$ cat config.mk
export PLATFORM = sky130hd
export DESIGN_NAME = keyed_watchdog
export DESIGN_NICKNAME = d
export VERILOG_FILES = /design/src/rtl/kwd_pkg.sv /design/src/rtl/kwd_regs.sv /design/src/rtl/kwd_keys.sv /design/src/rtl/kwd_counter.sv /design/src/rtl/keyed_watchdog.sv
export SDC_FILE = /design/constraint.sdc
export NUM_CORES = 1
export LEC_CHECK = 0
export ABC_AREA = 1
export BUFFER_PORTS_ARGS = -buffer_cell sky130_fd_sc_hd__buf_2
export CORE_ASPECT_RATIO = 1.25
export CORE_UTILIZATION = 30
export CTS_CLUSTER_DIAMETER = 150
export DETAILED_ROUTE_END_ITERATION = 12
export PLACE_DENSITY = 0.45
export SKIP_CTS_REPAIR_TIMING = 1
export SYNTH_ARGS = -nofsm -noshare
export SYNTH_HDL_FRONTEND = slang
export SYNTH_SLANG_ARGS = --single-unit
$ cat constraint.sdc
create_clock -name clk -period 6.8 [get_ports clk]
set_input_delay 1.36 -clock clk [delete_from_list [all_inputs] [get_ports clk]]
set_output_delay 1.36 -clock clk [all_outputs]
set_load 0.05 [all_outputs]
$ cat src/rtl/kwd_pkg.sv
`timescale 1ns/1ps
package kwd_pkg;

    localparam int unsigned ADDR_W = 12;
    localparam int unsigned DATA_W = 32;

    // value every request channel must receive to count as a refresh
    localparam logic [DATA_W-1:0] REFRESH_KEY = 32'h6E52_4635;

    localparam logic [ADDR_W-1:0] A_START   = 12'h000;
    localparam logic [ADDR_W-1:0] A_EVENT   = 12'h100;
    localparam logic [ADDR_W-1:0] A_IE_SET  = 12'h304;
    localparam logic [ADDR_W-1:0] A_IE_CLR  = 12'h308;
    localparam logic [ADDR_W-1:0] A_RUN     = 12'h400;
    localparam logic [ADDR_W-1:0] A_PEND    = 12'h404;
    localparam logic [ADDR_W-1:0] A_RELOAD  = 12'h504;
    localparam logic [ADDR_W-1:0] A_CH_EN   = 12'h508;
    localparam logic [ADDR_W-1:0] A_PAUSE   = 12'h50C;
    localparam logic [3:0]        A_KEY_PAGE = 4'h6;

    localparam int unsigned SLEEP_RUN_BIT = 0;
    localparam int unsigned HALT_RUN_BIT  = 3;

    typedef enum logic [3:0] {
        SEL_NONE,
        SEL_START,
        SEL_EVENT,
        SEL_IE_SET,
        SEL_IE_CLR,
        SEL_RUN,
        SEL_PEND,
        SEL_RELOAD,
        SEL_CH_EN,
        SEL_PAUSE,
        SEL_KEY
    } reg_sel_e;

    typedef struct packed {
        logic sleep_run;
        logic halt_run;
    } pause_cfg_t;

    function automatic reg_sel_e decode_addr(input logic [ADDR_W-1:0] a,
                                             input int unsigned nch);
        reg_sel_e s;
        case (a)
            A_START:  s = SEL_START;
            A_EVENT:  s = SEL_EVENT;
            A_IE_SET: s = SEL_IE_SET;
            A_IE_CLR: s = SEL_IE_CLR;
            A_RUN:    s = SEL_RUN;
            A_PEND:   s = SEL_PEND;
            A_RELOAD: s = SEL_RELOAD;
            A_CH_EN:  s = SEL_CH_EN;
            A_PAUSE:  s = SEL_PAUSE;
            default: begin
                if (a[11:8] == A_KEY_PAGE && a[1:0] == 2'b00 && 32'(a[7:2]) < nch)
                    s = SEL_KEY;
                else
                    s = SEL_NONE;
            end
        endcase
        return s;
    endfunction

    function automatic logic tick_blocked(input pause_cfg_t cfg,
                                          input logic sleeping,
                                          input logic halted);
        return (sleeping & ~cfg.sleep_run) | (halted & ~cfg.halt_run);
    endfunction

endpackage

$ cat src/rtl/kwd_regs.sv
`timescale 1ns/1ps
module kwd_regs
    import kwd_pkg::*;
#(
    parameter int unsigned NUM_CH      = 8,
    parameter int unsigned COUNT_W     = 24,
    parameter logic [31:0] RELOAD_INIT = 32'h00FF_FFFF,
    parameter logic [31:0] CH_EN_INIT  = 32'h0000_0001
) (
    input  logic                 clk,
    input  logic                 rst,
    input  logic                 wr_en,
    input  logic [ADDR_W-1:0]    addr,
    input  logic [DATA_W-1:0]    wdata,
    input  logic                 running_i,
    input  logic                 expire_i,
    input  logic [NUM_CH-1:0]    pend_i,
    output logic                 start_o,
    output logic [NUM_CH-1:0]    key_hit_o,
    output logic [COUNT_W-1:0]   reload_val_o,
    output logic [NUM_CH-1:0]    ch_en_o,
    output pause_cfg_t           pause_cfg_o,
    output logic                 irq_o,
    output logic [DATA_W-1:0]    rdata_o
);

    reg_sel_e             sel;
    logic [COUNT_W-1:0]   reload_q;
    logic [NUM_CH-1:0]    ch_en_q;
    pause_cfg_t           pause_q;
    logic                 ie_q;
    logic                 evt_q;
    logic                 cfg_wr;
    logic                 key_ok;

    assign sel    = decode_addr(addr, NUM_CH);
    assign cfg_wr = wr_en & ~running_i;
    assign key_ok = wr_en & (sel == SEL_KEY) & (wdata == REFRESH_KEY);
    assign start_o = wr_en & (sel == SEL_START) & wdata[0] & ~running_i;

    // one comparator per channel against the word index of the address
    for (genvar ch = 0; ch < NUM_CH; ch++) begin : g_key_hit
        assign key_hit_o[ch] = key_ok & (32'(addr[7:2]) == ch);
    end

    always_ff @(posedge clk) begin
        if (rst) begin
            reload_q <= RELOAD_INIT[COUNT_W-1:0];
            ch_en_q  <= CH_EN_INIT[NUM_CH-1:0];
            pause_q  <= '0;
        end else if (cfg_wr) begin
            case (sel)
                SEL_RELOAD: reload_q <= wdata[COUNT_W-1:0];
                SEL_CH_EN:  ch_en_q  <= wdata[NUM_CH-1:0];
                SEL_PAUSE: begin
                    pause_q.sleep_run <= wdata[SLEEP_RUN_BIT];
                    pause_q.halt_run  <= wdata[HALT_RUN_BIT];
                end
                default: ;
            endcase
        end
    end

    always_ff @(posedge clk) begin
        if (rst) begin
            ie_q <= 1'b0;
        end else if (wr_en && sel == SEL_IE_SET && wdata[0]) begin
            ie_q <= 1'b1;
        end else if (wr_en && sel == SEL_IE_CLR && wdata[0]) begin
            ie_q <= 1'b0;
        end
    end

    // a new expiry wins over a software clear in the same cycle
    always_ff @(posedge clk) begin
        if (rst) begin
            evt_q <= 1'b0;
        end else if (expire_i) begin
            evt_q <= 1'b1;
        end else if (wr_en && sel == SEL_EVENT && !wdata[0]) begin
            evt_q <= 1'b0;
        end
    end

    always_comb begin
        rdata_o = '0;
        case (sel)
            SEL_EVENT:              rdata_o[0] = evt_q;
            SEL_IE_SET, SEL_IE_CLR: rdata_o[0] = ie_q;
            SEL_RUN:                rdata_o[0] = running_i;
            SEL_PEND:               rdata_o[NUM_CH-1:0] = pend_i;
            SEL_RELOAD:             rdata_o[COUNT_W-1:0] = reload_q;
            SEL_CH_EN:              rdata_o[NUM_CH-1:0] = ch_en_q;
            SEL_PAUSE: begin
                rdata_o[SLEEP_RUN_BIT] = pause_q.sleep_run;
                rdata_o[HALT_RUN_BIT]  = pause_q.halt_run;
            end
            default: ;
        endcase
    end

    assign reload_val_o = reload_q;
    assign ch_en_o      = ch_en_q;
    assign pause_cfg_o  = pause_q;
    assign irq_o        = evt_q & ie_q;

    assert_cfg_lock_R7: assert property (@(posedge clk) disable iff (rst)
        (wr_en && running_i) |=> ($stable(reload_q) && $stable(ch_en_q) && $stable(pause_q)));

    assert_event_latch_R8: assert property (@(posedge clk) disable iff (rst)
        expire_i |=> evt_q);

endmodule

$ cat src/rtl/kwd_keys.sv
`timescale 1ns/1ps
module kwd_keys #(
    parameter int unsigned NUM_CH = 8
) (
    input  logic              clk,
    input  logic              rst,
    input  logic              running_i,
    input  logic              expired_i,
    input  logic              start_i,
    input  logic [NUM_CH-1:0] key_hit_i,
    input  logic [NUM_CH-1:0] ch_en_i,
    output logic              fire_o,
    output logic [NUM_CH-1:0] pend_o
);

    logic [NUM_CH-1:0] got_q;
    logic [NUM_CH-1:0] new_hit;
    logic              live;

    assign live    = running_i & ~expired_i;
    assign new_hit = key_hit_i & ch_en_i & {NUM_CH{live}};

    // reload once the last outstanding enabled channel is served
    assign fire_o = (|new_hit) & (&(got_q | new_hit | ~ch_en_i));

    for (genvar ch = 0; ch < NUM_CH; ch++) begin : g_flag
        always_ff @(posedge clk) begin
            if (rst || start_i || fire_o) begin
                got_q[ch] <= 1'b0;
            end else if (new_hit[ch]) begin
                got_q[ch] <= 1'b1;
            end
        end
    end

    assign pend_o = running_i ? (ch_en_i & ~got_q) : '0;

    assert_reload_clears_R5: assert property (@(posedge clk) disable iff (rst)
        fire_o |=> (got_q == '0));

    assert_no_stray_flag_R4: assert property (@(posedge clk) disable iff (rst)
        (!start_i && ((key_hit_i & ch_en_i) == '0)) |=> $stable(got_q));

endmodule

$ cat src/rtl/kwd_counter.sv
`timescale 1ns/1ps
module kwd_counter #(
    parameter int unsigned COUNT_W   = 24,
    parameter int unsigned RST_DELAY = 2
) (
    input  logic               clk,
    input  logic               rst,
    input  logic               tick_i,
    input  logic               start_i,
    input  logic               fire_i,
    input  logic [COUNT_W-1:0] reload_val_i,
    output logic               running_o,
    output logic               expired_o,
    output logic               expire_o,
    output logic               rst_req_o
);

    localparam int unsigned DLY_W = $clog2(RST_DELAY + 1);
    localparam logic [DLY_W-1:0] DLY_LAST = DLY_W'(RST_DELAY - 1);

    logic [COUNT_W-1:0] count_q;
    logic               running_q;
    logic               expired_q;
    logic [DLY_W-1:0]   dly_q;
    logic               rst_req_q;
    logic               at_end;
    logic               step;

    assign at_end   = count_q < COUNT_W'(2);
    assign step     = running_q & tick_i & ~expired_q;
    assign expire_o = step & ~fire_i & at_end;

    always_ff @(posedge clk) begin
        if (rst) begin
            count_q   <= '0;
            running_q <= 1'b0;
            expired_q <= 1'b0;
        end else if (start_i) begin
            running_q <= 1'b1;
            count_q   <= reload_val_i;
        end else if (fire_i) begin
            count_q   <= reload_val_i;
        end else if (expire_o) begin
            count_q   <= '0;
            expired_q <= 1'b1;
        end else if (step) begin
            count_q   <= count_q - COUNT_W'(1);
        end
    end

    // grace interval between the timeout event and the reset request
    always_ff @(posedge clk) begin
        if (rst) begin
            dly_q     <= '0;
            rst_req_q <= 1'b0;
        end else if (expired_q && tick_i && !rst_req_q) begin
            if (dly_q == DLY_LAST) begin
                rst_req_q <= 1'b1;
            end else begin
                dly_q <= dly_q + DLY_W'(1);
            end
        end
    end

    assign running_o = running_q;
    assign expired_o = expired_q;
    assign rst_req_o = rst_req_q;

    assert_run_sticky_R2: assert property (@(posedge clk) disable iff (rst)
        running_q |=> running_q);

    assert_reset_sticky_R9: assert property (@(posedge clk) disable iff (rst)
        rst_req_q |=> rst_req_q);

    assert_hold_no_tick_R10: assert property (@(posedge clk) disable iff (rst)
        (!tick_i && !start_i && !fire_i) |=> $stable(count_q));

    assert_expire_at_zero_R3: assert property (@(posedge clk) disable iff (rst)
        $rose(expired_q) |-> (count_q == '0));

endmodule

$ cat src/rtl/keyed_watchdog.sv
`timescale 1ns/1ps
module keyed_watchdog
    import kwd_pkg::*;
#(
    parameter int unsigned NUM_CH      = 8,
    parameter int unsigned COUNT_W     = 24,
    parameter int unsigned RST_DELAY   = 2,
    parameter logic [31:0] RELOAD_INIT = 32'h00FF_FFFF,
    parameter logic [31:0] CH_EN_INIT  = 32'h0000_0001
) (
    input  logic        clk,
    input  logic        rst,
    input  logic        tick_en,
    input  logic        cpu_sleep,
    input  logic        cpu_halt,
    input  logic        bus_wr,
    input  logic [11:0] bus_addr,
    input  logic [31:0] bus_wdata,
    output logic [31:0] bus_rdata,
    output logic        irq,
    output logic        reset_req
);

    logic               start;
    logic               fire;
    logic               running;
    logic               expired;
    logic               expire;
    logic               tick_eff;
    logic [NUM_CH-1:0]  key_hit;
    logic [NUM_CH-1:0]  ch_en;
    logic [NUM_CH-1:0]  pend;
    logic [COUNT_W-1:0] reload_val;
    pause_cfg_t         pause_cfg;

    assign tick_eff = tick_en & ~tick_blocked(pause_cfg, cpu_sleep, cpu_halt);

    kwd_regs #(
        .NUM_CH      (NUM_CH),
        .COUNT_W     (COUNT_W),
        .RELOAD_INIT (RELOAD_INIT),
        .CH_EN_INIT  (CH_EN_INIT)
    ) u_regs (
        .clk          (clk),
        .rst          (rst),
        .wr_en        (bus_wr),
        .addr         (bus_addr),
        .wdata        (bus_wdata),
        .running_i    (running),
        .expire_i     (expire),
        .pend_i       (pend),
        .start_o      (start),
        .key_hit_o    (key_hit),
        .reload_val_o (reload_val),
        .ch_en_o      (ch_en),
        .pause_cfg_o  (pause_cfg),
        .irq_o        (irq),
        .rdata_o      (bus_rdata)
    );

    kwd_keys #(
        .NUM_CH (NUM_CH)
    ) u_keys (
        .clk       (clk),
        .rst       (rst),
        .running_i (running),
        .expired_i (expired),
        .start_i   (start),
        .key_hit_i (key_hit),
        .ch_en_i   (ch_en),
        .fire_o    (fire),
        .pend_o    (pend)
    );

    kwd_counter #(
        .COUNT_W   (COUNT_W),
        .RST_DELAY (RST_DELAY)
    ) u_counter (
        .clk          (clk),
        .rst          (rst),
        .tick_i       (tick_eff),
        .start_i      (start),
        .fire_i       (fire),
        .reload_val_i (reload_val),
        .running_o    (running),
        .expired_o    (expired),
        .expire_o     (expire),
        .rst_req_o    (reset_req)
    );

    assert_paused_no_expiry_R10: assert property (@(posedge clk) disable iff (rst)
        (!tick_en && !expired) |=> !expired);

endmodule

==> key figures <==
Synth
  – Post-synth EDFFs: 0
  – Biggest area consumer among synthesized cells: dfxtp_1
  – Ys flop type: dfxtp_1
  – Asr flop ratio synth: 0%
  – Top cells by area, synth: dfxtp_1 31%, nor2_1 14%, nand2_1 12%
  – Yosys cell types: 36
  – Flops & latches, synth: 73
  – Most common cell in the netlist: nor2_1
  – Mean Syn Cell Area: 6.21 um^2
  – Cell count after synthesis: 757
  – YS warnings: 0
  – Synth top cells by count: 175 x nor2_1, 150 x nand2_1, 88 x inv_1
  – Synth top area share: 31.1%
  – Seq/Total Area, Yosys: 31.1%
  – Synthesized cell area: 4700 um^2

Die
  – Die Wd: 114 um
  – Die Span Y: 142 um
  – DIE AREA: 16200 um^2
  – Initial Util: 31.1%
  – Core box area: 15100 um^2
  – Ports: 84
  – Rows: 50

Global route
  – Met1 usage in global routing: 22.9%
  – GR Util met3: between 2 and 3%
  – GRT busiest layer: met2
  – GR Layer Usage met2: 35.0%
  – Largest net degree at the start of global routing: between 50 and 60
  – Gr ovfl total: 0
  – First-pass GRT wire length: 24400 um
  – Gr usage total: 19.3%
  – Initial antenna violation count: 0
  – Vias in the first global route: 4841

Final layout
  – Post-Layout Cell Count: a little over 1000
  – Layout Cell Area excl Fill: 5530 um^2
  – NumNets Final: 869
  – P&R area growth vs syn: 17.5%
  – Antenna Cells: 0
  – Layout cells sized above 1: 14.1%
  – Fin util: 36.5%
  – # fillers: about 1800

Flow run
  – Max-Cap Viols: 0

Worst setup path
  – Slowest cell delay on critical path: 0.55 ns
  – Critical Path RT: 5.44 ns
  – Critical path capture point type: primary output
  – Crit Reg-Reg Startpoint: u_counter.running_o
  – CP max FO: 18
  – Reg2reg path depth: 15
  – CP dominant cell by count: nand2_1
  – Critical path class: in2out
  – Worst Setup SP: bus_addr[11]
  – Worst setup SP type: input port
  – Worst Path Arrival: around 3.6 ns
  – Slowest stage cell on the critical path: nand2_1
  – Critical path cell sequence: buf_2 > inv_1 > nand2_1 > inv_1 > nand2_1 > nor2_1 > nand2_1 > clkinv_1 > a22oi_1 > nand3_1 > buf_2

Placement
  – Placed cell areas: 5210 um^2
  – Detail Placement HPWL: 11300 um
  – GP Congestion: between 0.8 and 0.9
  – Pre-CTS WS: 1.82 ns
  – Placed Cells: 1014
  – Port bufs: 75

Power
  – Worst VDD drop: about 110 uV
  – Static Leak: 2.95 nW
  – PwrDens: 181 nW/um^2
  – Power, Total: ~1 mW

Timing
  – Slew margin rel.: roughly two fifths
  – Max Slew Vio Count: 0
  – Crit path time final: 4.92 ns
  – Final Worst Setup Slack: between 1.5 and 2 ns
  – RSZ-0062 raised after global routing: false
  – Endpoints failing setup: 0
  – Max Clk Rate: 203 MHz
  – Slew @ Worst Pin: between 0.8 and 0.9 ns
  – Final Hold Violating Endpoints: 0
  – Clock Skews: 0.00904 ns
  – Setup TNS: 0 ns
  – WHS: between 0.4 and 0.5 ns
  – Final worst path period share: between 70% and 80%

Hold path
  – Worst min path class: reg2reg
  – Min-delay src: u_keys.got_q[3]
  – Hold path depth: 2

Routing
  – DRC marker count from the first detailed-route iteration: 169
  – Per-cell routed wire length: 14.7 um
  – Post-route ant nets: 0
  – DRT Pass-1 Iters: 4
  – Via density: just under 5
  – DRC: 0
  – Via count: 4984
  – WL final: 15200 um

Clocking
  – Clk buf depth: 2
  – CTS root buffer: clkbuf_16
  – Worst-Skew Late Latency: 0.34 ns
  – Sink Count: 73
  – CTS clk-pin slew, worst paths: 0.06 ns
  – TritonCTS Buffers: 9
  – CTS tree: done
  – H-Tree Level Count: 3

Outcome
  – Status: finished, final reports clean
==> cells by family after synthesis <==
| group | Yosys count | share of synthesized area, % |
|---|---|---|
| DFF | 73 | 31.1 |
| AOI/OAI and AO/OA | 78 | 10.3 |
| adders and majority gates | 2 | 0.532 |
| other | 1 | 0.0797 |
| xor gates and xnor gates | 21 | 3.91 |
| and+or+nand+nor | 451 | 42.3 |
| buffers and inverters | 131 | 11.8 |
==> worst paths after layout <==
path,end,slack (ns)
min reg2reg,u_keys.got_q[3],0.45
min,u_keys.got_q[3],0.45
max reg2reg,u_counter.count_q[15],3.70
max,bus_rdata[0],1.88
==> cells in the final DEF, fill, tap and decap left out, types with 4 or more instances in the layout <==
cell type	n
xnor2_1	9
nand3_1	32
nor2_1	175
clkbuf_16	9
o211ai_1	27
inv_1	88
conb_1	8
buf_2	75
dfxtp_1	73
nand4_1	63
o21ai_0	16
nand2_1	150
buf_4	6
xor2_1	12
o21ba_2	4
a21oi_1	25
nor3_1	11
==> registers in the layout (all words and copies together) (netlist names) <==
register,count
u_counter.count_q,24
u_counter.dly_q,2
u_counter.expired_o,1
u_counter.rst_req_o,1
u_counter.running_o,1
u_keys.got_q,8
u_regs.ch_en_o,8
u_regs.evt_q,1
u_regs.ie_q,1
u_regs.pause_cfg_o,2
u_regs.reload_val_o,24
==> area by class of cell <==
| type | count | area (um^2) | area share [%] |
|---|---|---|---|
| Clock buffer | 9 | 225 | 4.07 |
| Clock inverter | 7 | 95.1 | 1.72 |
| Inverter | 92 | 345 | 6.25 |
| Multi-Input combinational cell | 560 | 2720 | 49.2 |
| Sequential cell | 73 | 1460 | 26.4 |
| Tap cell | 208 | 260 | 4.71 |
| Timing Repair Buffer | 81 | 420 | 7.60 |
==> report_power, final <==
part / switching (mW) / internal, mW / total (mW) / leakage [nW]
clock network: 0.195 / 0.321 / 0.516 / 0.155
logic: 0.0422 / 0.0174 / 0.0596 / 2.21
registers: 0.0000754 / 0.428 / 0.428 / 0.589
==> critical path: cells and delay by family <==
family	cells	cell delay [ns]
compound gates	1	0.28
buf+inv	5	0.92
simple gates	5	0.97
==> routing by layer <==
| metal | part of all wire (%) | routed length [um] |
|---|---|---|
| met1 | 44 | 6720 |
| met2 | 52 | 7910 |
| met3 | 1.8 | 275 |
| met4 | 1.6 | 241 |
| met5 | 0 | 0 |
Power figures use the tool's default switching activity.
